[config.mk]
export PLATFORM = sky130hd
export DESIGN_NAME = spi_wp_mem
export DESIGN_NICKNAME = d
export VERILOG_FILES = /design/src/rtl/spi_wp_mem.sv
export SDC_FILE = /design/constraint.sdc
export NUM_CORES = 2
export LEC_CHECK = 0
export BUFFER_PORTS_ARGS = -buffer_cell sky130_fd_sc_hd__buf_2
export CAP_MARGIN = 20
export CORE_ASPECT_RATIO = 0.9
export CORE_MARGIN = 2
export CORE_UTILIZATION = 60
export CTS_BUF_LIST = sky130_fd_sc_hd__clkbuf_4
export DETAILED_ROUTE_END_ITERATION = 10
export PLACE_DENSITY_LB_ADDON = 0.3
export SLEW_MARGIN = 20
export SYNTH_ARGS = -nofsm -noshare
export SYNTH_HDL_FRONTEND = slang
export SYNTH_SLANG_ARGS = --single-unit
[constraint.sdc]
create_clock -name clk -period 4.89 [get_ports clk]
set_clock_uncertainty 0.2 [all_clocks]
set_input_delay 0.489 -clock clk [delete_from_list [all_inputs] [get_ports clk]]
set_output_delay 0.489 -clock clk [all_outputs]
set_load 0.1 [all_outputs]
[src/rtl/spi_wp_mem.sv]
module spi_wp_mem #(
  parameter int         WR_CYCLES = 200,
  parameter logic [7:0] OP_WREN   = 8'h06,
  parameter logic [7:0] OP_WRDI   = 8'h04,
  parameter logic [7:0] OP_READ   = 8'h03,
  parameter logic [7:0] OP_WRITE  = 8'h02,
  parameter logic [7:0] OP_WRSR   = 8'h01,
  parameter logic [7:0] OP_RDSR   = 8'h05,
  parameter logic [7:0] OP_IDWR   = 8'h32,
  parameter logic [7:0] OP_IDRD   = 8'h33,
  parameter logic [7:0] OP_SRWR   = 8'h12,
  parameter logic [7:0] OP_SRRD   = 8'h13,
  parameter logic [7:0] OP_CLRRAM = 8'h54,
  parameter logic [7:0] OP_KICK   = 8'h44
) (
  input  logic clk,
  input  logic rst_n,
  input  logic sck,
  input  logic cs_n,
  input  logic mosi,
  output logic miso,
  output logic miso_oe,
  output logic wdt_kick
);
  localparam int CW = $clog2(WR_CYCLES + 1);

  typedef enum logic [3:0] {
    C_NONE, C_WREN, C_WRDI, C_READ, C_WRITE, C_WRSR,
    C_RDSR, C_IDW, C_IDR, C_SRR, C_SRW, C_CLR
  } cmd_t;

  logic [2:0] sck_p, cs_p;
  logic [1:0] mosi_p;
  cmd_t       cmd;
  logic [4:0] bitcnt;
  logic [6:0] rx, addr;
  logic [1:0] bp, bp_new;
  logic       wel, miso_r, kick;
  logic [CW-1:0] wcnt;
  logic [15:0] pval;
  logic [7:0] pbuf [16];
  logic [7:0] ee   [128];
  logic [7:0] idm  [16];
  logic [7:0] sram [64];

  wire sck_rise = sck_p[1] & ~sck_p[2];
  wire sck_fall = ~sck_p[1] & sck_p[2];
  wire cs_s     = cs_p[1];
  wire cs_rise  = cs_p[1] & ~cs_p[2];
  wire [7:0] byte_in = {rx, mosi_p[1]};
  wire [4:0] nb = (bitcnt == 5'd31) ? 5'd24 : bitcnt + 5'd1;
  wire byte_done = sck_rise && !cs_s && nb[2:0] == 3'd0;
  wire wip = wcnt != '0;
  wire [7:0] status = {4'b0000, bp, wel, wip};

  wire prot = (bp == 2'd3) || (bp == 2'd2 && addr[6]) || (bp == 2'd1 && addr[6:5] == 2'b11);
  wire ee_go  = cs_rise && cmd == C_WRITE && bitcnt == 5'd24 && wel && !prot;
  wire id_go  = cs_rise && cmd == C_IDW && bitcnt == 5'd24 && wel;
  wire st_go  = cs_rise && cmd == C_WRSR && (bitcnt == 5'd16 || bitcnt == 5'd24) && wel;
  wire clr_go = cs_rise && cmd == C_CLR && bitcnt == 5'd16;
  wire wr_start = ee_go | id_go | st_go;

  wire rd_phase = (cmd == C_RDSR && bitcnt >= 5'd8) ||
                  ((cmd == C_READ || cmd == C_IDR || cmd == C_SRR) && bitcnt >= 5'd16);

  function automatic cmd_t decode(input logic [7:0] o);
    if (o == OP_WREN)        return C_WREN;
    else if (o == OP_WRDI)   return C_WRDI;
    else if (o == OP_READ)   return C_READ;
    else if (o == OP_WRITE)  return C_WRITE;
    else if (o == OP_WRSR)   return C_WRSR;
    else if (o == OP_RDSR)   return C_RDSR;
    else if (o == OP_IDWR)   return C_IDW;
    else if (o == OP_IDRD)   return C_IDR;
    else if (o == OP_SRWR)   return C_SRW;
    else if (o == OP_SRRD)   return C_SRR;
    else if (o == OP_CLRRAM) return C_CLR;
    return C_NONE;
  endfunction

  logic [7:0] rd_byte;
  always_comb begin
    case (cmd)
      C_READ:  rd_byte = ee[addr];
      C_IDR:   rd_byte = idm[addr[3:0]];
      C_SRR:   rd_byte = sram[addr[5:0]];
      C_RDSR:  rd_byte = status;
      default: rd_byte = 8'h00;
    endcase
  end

  assign miso     = miso_r;
  assign miso_oe  = !cs_s && rd_phase;
  assign wdt_kick = kick;

  always_ff @(posedge clk or negedge rst_n) begin
    if (!rst_n) begin
      sck_p  <= 3'b000;
      cs_p   <= 3'b111;
      mosi_p <= 2'b00;
      cmd    <= C_NONE;
      bitcnt <= '0;
      rx     <= '0;
      addr   <= '0;
      bp     <= '0;
      bp_new <= '0;
      wel    <= 1'b0;
      wcnt   <= '0;
      pval   <= '0;
      miso_r <= 1'b0;
      kick   <= 1'b0;
    end else begin
      sck_p  <= {sck_p[1:0], sck};
      cs_p   <= {cs_p[1:0], cs_n};
      mosi_p <= {mosi_p[0], mosi};
      kick   <= 1'b0;

      if (cs_s) begin
        bitcnt <= '0;
        cmd    <= C_NONE;
      end else if (sck_rise) begin
        bitcnt <= nb;
        rx     <= byte_in[6:0];
      end

      if (byte_done && nb == 5'd8) begin
        cmd  <= (wip && byte_in != OP_RDSR) ? C_NONE : decode(byte_in);
        kick <= byte_in == OP_KICK;
        pval <= '0;
      end
      if (byte_done && nb == 5'd16) begin
        addr   <= byte_in[6:0];
        bp_new <= byte_in[3:2];
      end
      if (byte_done && nb == 5'd24) begin
        case (cmd)
          C_WRITE, C_IDW: begin
            pval[addr[3:0]] <= 1'b1;
            addr <= {addr[6:4], addr[3:0] + 4'd1};
          end
          C_IDR:        addr <= {addr[6:4], addr[3:0] + 4'd1};
          C_SRW, C_SRR: addr <= {addr[6], addr[5:0] + 6'd1};
          C_READ:       addr <= addr + 7'd1;
          default: ;
        endcase
      end

      if (sck_fall && !cs_s && rd_phase)
        miso_r <= rd_byte[~bitcnt[2:0]];

      if (cs_rise && bitcnt == 5'd8 && cmd == C_WREN) wel <= 1'b1;
      if (cs_rise && bitcnt == 5'd8 && cmd == C_WRDI) wel <= 1'b0;
      if (st_go) bp <= bp_new;

      if (wr_start)
        wcnt <= CW'(WR_CYCLES);
      else if (wip) begin
        wcnt <= wcnt - 1'b1;
        if (wcnt == CW'(1)) wel <= 1'b0;
      end
    end
  end

  always_ff @(posedge clk) begin
    if (byte_done && nb == 5'd24) begin
      if (cmd == C_WRITE || cmd == C_IDW) pbuf[addr[3:0]] <= byte_in;
      if (cmd == C_SRW) sram[addr[5:0]] <= byte_in;
    end
    if (ee_go)
      for (int i = 0; i < 16; i++)
        if (pval[i]) ee[{addr[6:4], 4'(i)}] <= pbuf[i];
    if (id_go)
      for (int i = 0; i < 16; i++)
        if (pval[i]) idm[i] <= pbuf[i];
    if (clr_go)
      for (int j = 0; j < 64; j++) sram[j] <= 8'h00;
  end
endmodule

==> results.txt <==
----------------------------------------------------
[Run status]
  Run status ... complete, no violations

[Power]
  Clock power share ... 41.3%
  Internal Pwr Total ... 23.13 mW
  Switching Share ... 24.30%
  Post-route total power ... 30.56 mW
  Combinational cell fraction of total power ... 2.7%
  Leakage component of the power ... 27.32 nW
  Power density relative to cell area ... 367.3 mW/mm^2
  Fraction of power consumed by sequential logic ... 56.0%
  Worst VDD drop ... 0.3262 mV
  Power dissipated by switching net loads ... 7.428 mW

[GRT]
  Gr ovfl total ... 0
  Vias in the first global route ... 53,920
  Initial antenna violation count ... 25
  First-pass GRT wire length ... 432.3 mm
  Largest net degree at the start of global routing ... 112
  GRT Total Usage ... 49.55%

[Synthesis]
  Post-synthesis share of cell area spent on and, or, nand and nor gates ... 7.165%
  Number of different library cells in the post-synthesis netlist ... 87
  Yosys reg bits ... 1,854
  Share of flip-flops with an asynchronous set or reset ... 3.344%
  Yosys top cell by area ... sky130_fd_sc_hd__edfxtp_1
  Adder and majority cell fraction of the synthesized area ... 0.1804%
  Syn nets ... 5,801
  Post-synth EDFFs ... 1,280
  Post-Syn Area per Cell ... 12.95 sq um
  Parity-gate share of the synthesized area counting xor and xnor cells ... 0.1286%
  Primary FF master, synth ... sky130_fd_sc_hd__edfxtp_1
  Gate Count Post-Synth ... 5,786
  Compound-gate portion of the synthesized area ... 14.74%
  Multiplexer fraction of the synthesized cell area ... 7.711%
  Register area share after synthesis ... 67.07%
  Share of Yosys cell area claimed by the top area cell type ... 51.31%
  Synth Cell Area ... 0.07491 sq mm
  Cell types with the largest area share after synthesis ... sky130_fd_sc_hd__edfxtp_1 (51%), sky130_fd_sc_hd__dfxtp_1 (14%), sky130_fd_sc_hd__a21oi_1 (4.3%)
  Dominant cell by count in the synthesized netlist ... sky130_fd_sc_hd__edfxtp_1
  Number of warning messages in the yosys log ... 0
  Combinational family with the most area after synthesis ... compound AO/OA/AOI/OAI gates
  Synth top cells by count ... sky130_fd_sc_hd__edfxtp_1 (1,280), sky130_fd_sc_hd__a21oi_1 (644), sky130_fd_sc_hd__nand2_1 (632)

[Clock network]
  Buffers from clock root to sink, at most ... 4
  Count of cells resized by post-cts repair ... 0
  CTS root buffer ... sky130_fd_sc_hd__clkbuf_4
  Register clock-pin slew on the reported worst setup and hold paths ... 0.07 ns
  Number of buffers created by CTS ... 455
  CTS Sinks ... 1,854
  Clock H-tree levels ... 5
  TritonCTS clock tree ... done
  Clock Latency Late Sink ... 1.41 ns

[Placement]
  Worst-case setup slack after placement ... 0.5155 ns
  Detailed placer's ending HPWL ... 212.6 mm
  Global placement routability congestion ... 1.075
  Count of buffers from port buffering ... 7
  Cell area after placement ... 0.07748 sq mm

[Critical path]
  Critical path capture point type ... output pin
  Delay of the slowest cell on the worst path ... 0.82 ns
  Cell chain of the critical path ... nor2b_1 -> and3b_1 -> a21oi_1 -> nor4_2 -> buf_2
  Crit path max fanout ... 9
  Critical Path Start Type ... flip-flop
  Family with the most delay on the worst path ... simple AND/OR/NAND/NOR gates
  Critical path buffer and inverter count ... 1
  Endpoint required time on the critical path ... 4.20 ns
  Critical path type ... reg -> out
  Highest-delay cell along the critical path ... sky130_fd_sc_hd__nor4_2
  Worst endpoint data arrival time ... 4.02 ns

[Timing]
  Upper clock frequency limit ... 212.2 MHz
  Unrepaired setup endpoints after global routing ... no
  Setup-failing EPs final ... 0
  Transition time at the pin with the least slew margin ... 1.274 ns
  Worst Slack Setup Final ... 0.1765 ns
  Max-slew violation count ... 0
  Count of final hold-check violations ... 0
  Final period demand of the worst path ... 4.714 ns
  Max transition margin ... 14.14%
  Part of the cycle the worst path needs ... 96.39%
  Summed negative setup slack over all endpoints ... 0 ns

[Drt]
  Number of antenna-violating nets in the routed design ... 0
  Final wirelength ... 320.0 mm
  Number of search-and-repair iterations in the first detailed-routing pass ... 10
  Initial detailed-routing violation count ... 12,090
  Vias ... 58,670
  WL per Instance ... 39.87 um
  Post-detailed-route DRC marker count ... 0
  Average vias per placed instance ... 7.309

[Floorplanning]
  Area of the core region ... 0.1235 sq mm
  Initial core utilization ... 60.66%
  Vertical die dimension ... 339.2 um
  Area enclosed by the die boundary ... 0.1277 sq mm
  Die W ... 376.5 um
  Std cell rows ... 122
  I/O pin total ... 8

[Cells and area]
  Share of post-route cells with drive strength above 1 ... 20.97%
  Synthesis-to-finish area growth ... 11.07%
  Final standard cell area without fillers ... 0.08321 sq mm
  FILL cells ... 9,035
  Nets ... 6,077

[Worst hold path]
  Class of the worst hold path ... in -> reg

[Run]
  Max-cap violations ... 0

----------------------------------------------------
## flip-flops by register name, indices dropped and copies added, names as in the netlist, 5 cells and up
signal,flops
rx,7
pbuf,128
ee,1024
bitcnt,5
addr,7
idm,128
pval,16
sram,512
wcnt,8
## worst paths after layout
kind / cells past startpoint / slack [ns] / endpoint / startpoint
hold reg to reg: 0 / 0.15 / mosi_p[1] / mosi_p[0]
min in group asynchronous: 5 / 0.58 / sck_p[0] / rst_n
max in group asynchronous: 5 / 3.40 / rx[1] / rst_n
hold / removal: 3 / 0.07 / cs_p[0] / cs_n
setup reg to reg: 11 / 0.36 / miso / addr[1]
setup / recovery: 5 / 0.18 / miso_oe / cmd[2]
## through the flow
step / util [%] / instances / hold slack [ns]
2_1_floorplan: - / 5786 / -0.006591
3_3_place_gp: 62.74 / 7207 / 0.1339
3_5_place_dp: 62.74 / 7207 / 0.1356
4_1_cts: 67.34 / 8007 / 0.01252
5_1_grt: 67.35 / 8013 / 0.05995
6_report: 67.38 / 8026 / 0.07144
## power groups by stage
stage,combinational [mW],sequential (mW),clock [mW]
6_report,0.816,17.1,12.6
4_1_cts,0.769,17.1,12.5
3_5_place_dp,0.759,17.4,0
2_1_floorplan,0.529,17.1,0
5_1_grt,0.810,17.1,13.4
3_3_place_gp,0.748,17.4,0
## layout by cell type, fill, tap and decap left out, types with 19 or more instances in the layout
master                     netlist  routed
sky130_fd_sc_hd__edfxtp_1     1280    1280
sky130_fd_sc_hd__clkbuf_4        0     669
sky130_fd_sc_hd__a21oi_1       644     644
sky130_fd_sc_hd__o21ai_0       619     619
sky130_fd_sc_hd__nand2_1       632     616
sky130_fd_sc_hd__dfxtp_1       512     512
sky130_fd_sc_hd__buf_4          40     249
sky130_fd_sc_hd__mux2i_1       165     165
sky130_fd_sc_hd__a22oi_1       164     164
sky130_fd_sc_hd__nor2_1        165     160
sky130_fd_sc_hd__and2_1        150     149
sky130_fd_sc_hd__a221oi_1      138     138
sky130_fd_sc_hd__mux4_2        121     121
sky130_fd_sc_hd__mux2_2        114     114
sky130_fd_sc_hd__clkinv_1        2      99
sky130_fd_sc_hd__dfrtp_1        59      47
sky130_fd_sc_hd__a221o_1        39      39
sky130_fd_sc_hd__nor2_2         37      38
sky130_fd_sc_hd__nand3_1        38      38
sky130_fd_sc_hd__o22ai_1        35      35
sky130_fd_sc_hd__nor3_1         39      31
sky130_fd_sc_hd__buf_12          0      30
sky130_fd_sc_hd__o221ai_1       25      25
sky130_fd_sc_hd__a31oi_1        22      22
sky130_fd_sc_hd__a22o_1         22      22
sky130_fd_sc_hd__diode_2         0      19
## worst reg2reg max path, cell delays in order, from the launching register on
cell and delay [ns]:
sky130_fd_sc_hd__dfrtp_4 0.83, sky130_fd_sc_hd__buf_4 0.47, sky130_fd_sc_hd__mux2_1 0.38, sky130_fd_sc_hd__a221o_1 0.30, sky130_fd_sc_hd__a222oi_1 0.75, sky130_fd_sc_hd__buf_4 0.25
sky130_fd_sc_hd__o22ai_1 0.07, sky130_fd_sc_hd__or4_1 0.52, sky130_fd_sc_hd__a31o_1 0.26, sky130_fd_sc_hd__o32ai_1 0.12, sky130_fd_sc_hd__nand3_1 0.12, sky130_fd_sc_hd__a2bb2oi_1 0.15
## layer usage
metal  vias to the layer above  track usage (%)  share of wire [%]
met1                     28410            64.90                 34
li1                      22870                -                  -
met4                        14            30.61                7.8
met5                         -           0.3700              0.046
met2                      6074            68.06                 41
met3                      1303            21.32                 18
## kinds of logic after synthesis
group,after synthesis
xor gates and xnor gates,11
buffers and inverters,491
DFF,1854
adders and majority gates,11
AOI/OAI and AO/OA,1841
and+or+nand+nor,1169
muxes,409
## what timing repair did
item,4_1_cts,5_1_grt
hold buffers,10,0
endpoints found under the hold margin,65,0
setup buffers,0,0
## area by class of cell
type	instances	area, sq um	share of cell area [%]
timing repair buffer	295	2618	3.146
clock inverter	121	536.8	0.6451
tap	1612	2017	2.424
clock buffer	669	5022	6.036
antenna	19	47.55	0.05714
inverter	15	60.06	0.07218
sequential	1854	50280	60.43
multi-input combinational	3441	22620	27.19
(Power assumes the default switching activity.)
